[src/rtl/ldev_pkg.sv]
package ldev_pkg;
  localparam logic [7:0] IDX_ACT  = 8'h30;
  localparam logic [7:0] IDX_RCHK = 8'h31;
  localparam logic [7:0] IDX_IO   = 8'h60;
  localparam logic [7:0] IDX_IRQ  = 8'h70;
  localparam logic [7:0] IDX_DMA  = 8'h74;
  localparam int IRQ_N = 2;
  localparam int DMA_N = 2;

  // inclusive window test, bound held in 17 bits so it never wraps
  function automatic logic in_window(input logic [15:0] addr,
                                     input logic [15:0] base,
                                     input int unsigned len);
    logic [16:0] top;
    top = {1'b0, base} + 17'(len) - 17'd1;
    return ({1'b0, addr} >= {1'b0, base}) && ({1'b0, addr} <= top);
  endfunction

  function automatic logic [7:0] probe_byte(input logic pat);
    return pat ? 8'h55 : 8'hAA;
  endfunction
endpackage

[src/rtl/ldev_regfile.sv]
module ldev_regfile
  import ldev_pkg::*;
#(
  parameter int NUM_IO = 2
) (
  input  logic                    clk,
  input  logic                    rst_n,
  input  logic                    clr,
  input  logic                    wr_en,
  input  logic [7:0]              idx,
  input  logic [7:0]              wdata,
  output logic [7:0]              rdata,
  output logic                    act_q,
  output logic                    rc_en_q,
  output logic                    rc_pat_q,
  output logic [NUM_IO-1:0][15:0] io_base_q
);
  logic [3:0] irq_lvl  [IRQ_N];
  logic [1:0] irq_mode [IRQ_N];
  logic [2:0] dma_sel  [DMA_N];

  always_ff @(posedge clk or negedge rst_n) begin
    if (!rst_n) begin
      act_q <= 1'b0; rc_en_q <= 1'b0; rc_pat_q <= 1'b0;
      io_base_q <= '0;
      for (int j = 0; j < IRQ_N; j++) begin irq_lvl[j] <= '0; irq_mode[j] <= '0; end
      for (int j = 0; j < DMA_N; j++) dma_sel[j] <= '0;
    end else if (clr) begin
      act_q <= 1'b0; rc_en_q <= 1'b0; rc_pat_q <= 1'b0;
      io_base_q <= '0;
      for (int j = 0; j < IRQ_N; j++) begin irq_lvl[j] <= '0; irq_mode[j] <= '0; end
      for (int j = 0; j < DMA_N; j++) dma_sel[j] <= '0;
    end else if (wr_en) begin
      if (idx == IDX_ACT) act_q <= wdata[0];
      if (idx == IDX_RCHK) begin rc_en_q <= wdata[1]; rc_pat_q <= wdata[0]; end
      for (int i = 0; i < NUM_IO; i++) begin
        if (idx == 8'(IDX_IO + 8'(2*i)))     io_base_q[i][15:8] <= wdata;
        if (idx == 8'(IDX_IO + 8'(2*i + 1))) io_base_q[i][7:0]  <= wdata;
      end
      for (int j = 0; j < IRQ_N; j++) begin
        if (idx == 8'(IDX_IRQ + 8'(2*j)))     irq_lvl[j]  <= wdata[3:0];
        if (idx == 8'(IDX_IRQ + 8'(2*j + 1))) irq_mode[j] <= wdata[1:0];
      end
      for (int j = 0; j < DMA_N; j++)
        if (idx == 8'(IDX_DMA + 8'(j))) dma_sel[j] <= wdata[2:0];
    end
  end

  always_comb begin
    rdata = '0;
    if (idx == IDX_ACT)  rdata = {7'b0, act_q};
    if (idx == IDX_RCHK) rdata = {6'b0, rc_en_q, rc_pat_q};
    for (int i = 0; i < NUM_IO; i++) begin
      if (idx == 8'(IDX_IO + 8'(2*i)))     rdata = io_base_q[i][15:8];
      if (idx == 8'(IDX_IO + 8'(2*i + 1))) rdata = io_base_q[i][7:0];
    end
    for (int j = 0; j < IRQ_N; j++) begin
      if (idx == 8'(IDX_IRQ + 8'(2*j)))     rdata = {4'b0, irq_lvl[j]};
      if (idx == 8'(IDX_IRQ + 8'(2*j + 1))) rdata = {6'b0, irq_mode[j]};
    end
    for (int j = 0; j < DMA_N; j++)
      if (idx == 8'(IDX_DMA + 8'(j))) rdata = {5'b0, dma_sel[j]};
  end
endmodule

[src/rtl/ldev_range_dec.sv]
module ldev_range_dec
  import ldev_pkg::*;
#(
  parameter int NUM_IO  = 2,
  parameter int WIN_LEN = 8
) (
  input  logic [15:0]             addr,
  input  logic [NUM_IO-1:0][15:0] bases,
  output logic [NUM_IO-1:0]       win_hit,
  output logic                    any_hit
);
  for (genvar i = 0; i < NUM_IO; i++) begin : g_win
    assign win_hit[i] = in_window(addr, bases[i], WIN_LEN);
  end
  assign any_hit = |win_hit;
endmodule

[src/rtl/ldev_bus_resp.sv]
module ldev_bus_resp
  import ldev_pkg::*;
(
  input  logic       act,
  input  logic       rc_en,
  input  logic       rc_pat,
  input  logic       any_hit,
  input  logic       bus_rd,
  input  logic       bus_wr,
  output logic       probe_on,
  output logic       dev_hit,
  output logic       drive,
  output logic [7:0] data
);
  // range check is live only for an inactive device
  assign probe_on = rc_en && !act;
  assign dev_hit  = act && any_hit && (bus_rd || bus_wr);
  assign drive    = probe_on && any_hit && bus_rd;
  assign data     = drive ? probe_byte(rc_pat) : 8'h00;
endmodule

[src/rtl/ldev_cfg_block.sv]
module ldev_cfg_block
  import ldev_pkg::*;
#(
  parameter int NUM_IO  = 2,
  parameter int WIN_LEN = 8
) (
  input  logic        clk,
  input  logic        rst_n,
  input  logic        cfg_sel,
  input  logic        clr_cfg,
  input  logic [7:0]  reg_idx,
  input  logic [7:0]  reg_wdata,
  input  logic        reg_we,
  output logic [7:0]  reg_rdata,
  input  logic [15:0] bus_addr,
  input  logic        bus_rd,
  input  logic        bus_wr,
  output logic        dev_hit,
  output logic        bus_rdata_oe,
  output logic [7:0]  bus_rdata
);
  logic                    act_q, rc_en_q, rc_pat_q;
  logic [NUM_IO-1:0][15:0] io_base_q;
  logic [NUM_IO-1:0]       win_hit;
  logic                    any_hit, probe_on, wr_ok;

  assign wr_ok = reg_we && cfg_sel;

  ldev_regfile #(.NUM_IO(NUM_IO)) u_regs (
    .clk(clk), .rst_n(rst_n), .clr(clr_cfg), .wr_en(wr_ok),
    .idx(reg_idx), .wdata(reg_wdata), .rdata(reg_rdata),
    .act_q(act_q), .rc_en_q(rc_en_q), .rc_pat_q(rc_pat_q),
    .io_base_q(io_base_q)
  );

  ldev_range_dec #(.NUM_IO(NUM_IO), .WIN_LEN(WIN_LEN)) u_dec (
    .addr(bus_addr), .bases(io_base_q), .win_hit(win_hit), .any_hit(any_hit)
  );

  ldev_bus_resp u_resp (
    .act(act_q), .rc_en(rc_en_q), .rc_pat(rc_pat_q), .any_hit(any_hit),
    .bus_rd(bus_rd), .bus_wr(bus_wr), .probe_on(probe_on),
    .dev_hit(dev_hit), .drive(bus_rdata_oe), .data(bus_rdata)
  );
endmodule

[config.mk]
export PLATFORM = sky130hd
export DESIGN_NAME = ldev_cfg_block
export DESIGN_NICKNAME = d
export VERILOG_FILES = /design/src/rtl/ldev_pkg.sv /design/src/rtl/ldev_regfile.sv /design/src/rtl/ldev_range_dec.sv /design/src/rtl/ldev_bus_resp.sv /design/src/rtl/ldev_cfg_block.sv
export SDC_FILE = /design/constraint.sdc
export NUM_CORES = 1
export LEC_CHECK = 0
export CORE_ASPECT_RATIO = 0.5
export CORE_MARGIN = 1.5
export CORE_UTILIZATION = 60
export CTS_BUF_LIST = sky130_fd_sc_hd__clkbuf_4
export CTS_CLUSTER_SIZE = 12
export DETAILED_ROUTE_END_ITERATION = 8
export DONT_BUFFER_PORTS = 1
export PLACE_DENSITY = 0.76
export SYNTH_ARGS = -nofsm -noshare
export SYNTH_HDL_FRONTEND = slang
export SYNTH_SLANG_ARGS = --single-unit
[constraint.sdc]
create_clock -name clk -period 7 [get_ports clk]
set_input_delay 1.05 -clock clk [delete_from_list [all_inputs] [get_ports clk]]
set_output_delay 1.05 -clock clk [all_outputs]
set_load 0.02 [all_outputs]
==> results by group <==
Worst setup path
  • Reg-to-reg setup timing slack: ~6100 ps
  • CP max stage cell: o31ai_1
  • Critical path arrival: 4210 ps
  • Endpoint class of the critical path: output port
  • WP buf/inv: 1
  • CP cell instances: inv_1 > ha_1 > a211o_1 > nor2_1 > nand4_1 > xnor2_1 > ha_1 > nand4_1 > nor2_1 > o21ai_0 > o21a_1 > o31ai_1 > a21oi_2
  • Critical-path maximum fanout: 4
  • Critical path class: reg -> out
  • CP top delay family: compound AO/OA/AOI/OAI gates
  • CP Data Required Time: 5950 ps
  • Crit path launch type: flip-flop
  • Slowest cell delay on critical path: 860 ps

Die
  • # rows: 23
  • DIE WIDTH: 130.7 microns
  • Die area: 8740 sq um
  • Ports: 57
  • Chip Height: 66.86 microns
  • Initial Util: between 60% and 70%
  • CORE AREA: 7943 sq um

Detailed routing
  • Met3 wire length: 898 microns
  • Highest Signal Layer: met4
  • Met2 wire len: 5.646 mm
  • Detailed-route via count: 4,248
  • Drt initial violations: 450
  • Met1 Wirelength: 6.076 mm
  • Drt drc: 0
  • Post-route ant nets: 0
  • Post-DR wirelength/cell: ~20 microns
  • Routed WL: approximately 13 mm
  • Vias/cell: 6.398
  • Drt pass-1 iters: 7

Timing
  • Pins Over Slew Limit: 0
  • Fin crit share: approximately 75%
  • Highest Clock Rate: 0.1901 GHz
  • Fin crit period: 5261 ps
  • RSZ-0062 raised after global routing: no
  • Clock Skew: 0 ps
  • Endpoints failing setup: 0
  • Final WS setup: 1739 ps
  • Final hold vios: 0
  • Final hold slack: between 300 and 400 ps
  • Setup TNS: 0 ps
  • Slew @ Worst Pin: roughly 1000 ps
  • Slew Limit Headroom: 29.73%

Flow run
  • Maxcap violations: 0

Clock network
  • Root Buffer: clkbuf_4
  • Postcts setup bufs: 0
  • Clock Sinks: 53
  • H-tree depth: 2
  • Worst-Skew Late Latency: 370 ps
  • Quantity of hold-fixing buffers added after cts: 0
  • TritonCTS Buffers: 5
  • Clk pin slew, worst setup/hold paths: roughly 160 ps
  • Clock Tree Buf Depth: 2
  • TritonCTS clock tree: yes
  • Post-CTS Resized: 0

Global routing
  • First-pass GRT wire length: ~20 mm
  • Antenna violations before repair: 0
  • Largest net degree at the start of global routing: 54
  • Grt total ovfl: 0
  • Number of global-route vias before repair: between 3,000 and 4,000
  • Tot GR Track Use: 31.01%

Power
  • Peak supply drop: 0.1364 mV
  • Leakage: a little under 2 nW
  • P per Cell Area: 109.5 nW/um^2
  • Final Power: ~0.55 mW

Layout
  • Most frequent cells in the layout: ha_1, nand2_1, nor2_1, dfrtp_1, a21oi_1
  • Multi-input gate area: ~3300 sq um
  • Finished Layout Cells: 664
  • Area added between synthesis and finish: 1.969%
  • Share of cells above drive strength 1: between 4 and 5%
  • Final nets: 656
  • Commonest non-fill, non-tap cell in the layout: ha_1
  • Layout fillers: 760
  • Antenna diodes: 0
  • Seq. cell area: 1326 sq um

Synth
  • Syn Std Cell Area: about 5000 sq um
  • Number of synthesis warnings: 0
  • Post-synthesis sequential area ratio: 27.10%
  • Asr flop ratio synth: 100.0%
  • EDFF count, synth: 0
  • Seq cells post-synth: 53
  • Mapped Cells: 570
  • Syn_nets: roughly 680
  • Synthesized area per cell: around 8.6 sq um
  • Yosys cell types: 59
  • Synth Flop Type: dfrtp_1

Placed design
  • GPL Wtd Cong: around 0.91
  • DPL Wire Length: 10.11 mm
  • Pre-CTS WS: 2173 ps
  • # port buffers: 0
  • Dpl cells: 656

Outcome
  • Outcome: complete, no violations

Hold path
  • Hold Crit Class: in -> async
-- metrics by stage --
stage	util [%]	cell area [sq um]
2_1_floorplan	-	4893
3_3_place_gp	61.77	4906
3_5_place_dp	61.77	4906
4_1_cts	62.82	4990
5_1_grt	62.82	4990
6_report	62.82	4990
-- report_power, final --
group / internal [mW] / switching, mW
clock: 0.0801 / 0.0985
combinational: 0.0283 / 0.0326
sequential: 0.306 / 0.000255
-- worst paths after layout --
check,start,to,cells past startpoint
worst min-delay path,rst_n,u_regs.io_base_q[27],0
worst max-delay path,u_regs.io_base_q[0],bus_rdata[3],13
min in group clk,u_regs.dma_sel[5],u_regs.dma_sel[5],2
worst min register to register,u_regs.dma_sel[5],u_regs.dma_sel[5],2
worst max register to register,u_regs.io_base_q[13],u_regs.io_base_q[13],2
max in group asynchronous,rst_n,u_regs.io_base_q[1],0
-- worst register-to-register path, delay by kind of cell (launching register included) --
| family | cells | cell delay [ps] |
|---|---|---|
| flops | 1 | 600 |
| compound gates | 1 | 140 |
| simple gates | 1 | 90 |
-- routing by layer --
metal  vias up  global-route usage (%)
li1       2029                       -
met1      2023                   44.58
met2       167                   48.62
met3        29                   4.257
met4         0                   9.478
met5         -                       0
-- flip-flops by register name (all words and copies together), names as in the netlist --
register and flops:
u_regs.act_q 1, u_regs.dma_sel 6, u_regs.io_base_q 32, u_regs.irq_lvl 8
u_regs.irq_mode 4, u_regs.rc_en_q 1, u_regs.rc_pat_q 1
-- cell families after synthesis --
kind of cell	share of synthesized area, %
compound gates	13.45
xor+xnor	5.012
fa+ha+maj	16.88
buf+inv	5.599
flops	27.10
mux	9.435
simple gates	22.53
-- synthesized netlist by cell type (6+ instances only) --
master,count,area [sq um]
clkbuf_1,15,56.30
a21oi_1,39,195.2
mux2i_1,36,360.4
dfrtp_1,53,1326
buf_4,6,45.04
inv_1,35,131.4
xnor2_1,28,245.2
nand4_1,18,112.6
nand2_1,61,229.0
and3_1,7,43.79
nor3_1,9,45.04
ha_1,66,825.8
nand3_1,27,135.1
a31oi_1,8,50.05
o21ai_0,23,115.1
nor2_1,53,198.9
-- cell type report --
| class | count | area share (%) |
|---|---|---|
| clock inverter | 2 | 0.7773 |
| tap | 112 | 2.808 |
| clock buffer | 6 | 0.9027 |
| sequential | 53 | 26.58 |
| inverter | 35 | 2.633 |
| timing repair buffer | 1 | 0.1505 |
| multi-input combinational | 455 | 66.15 |
(Power assumes the default switching activity.)
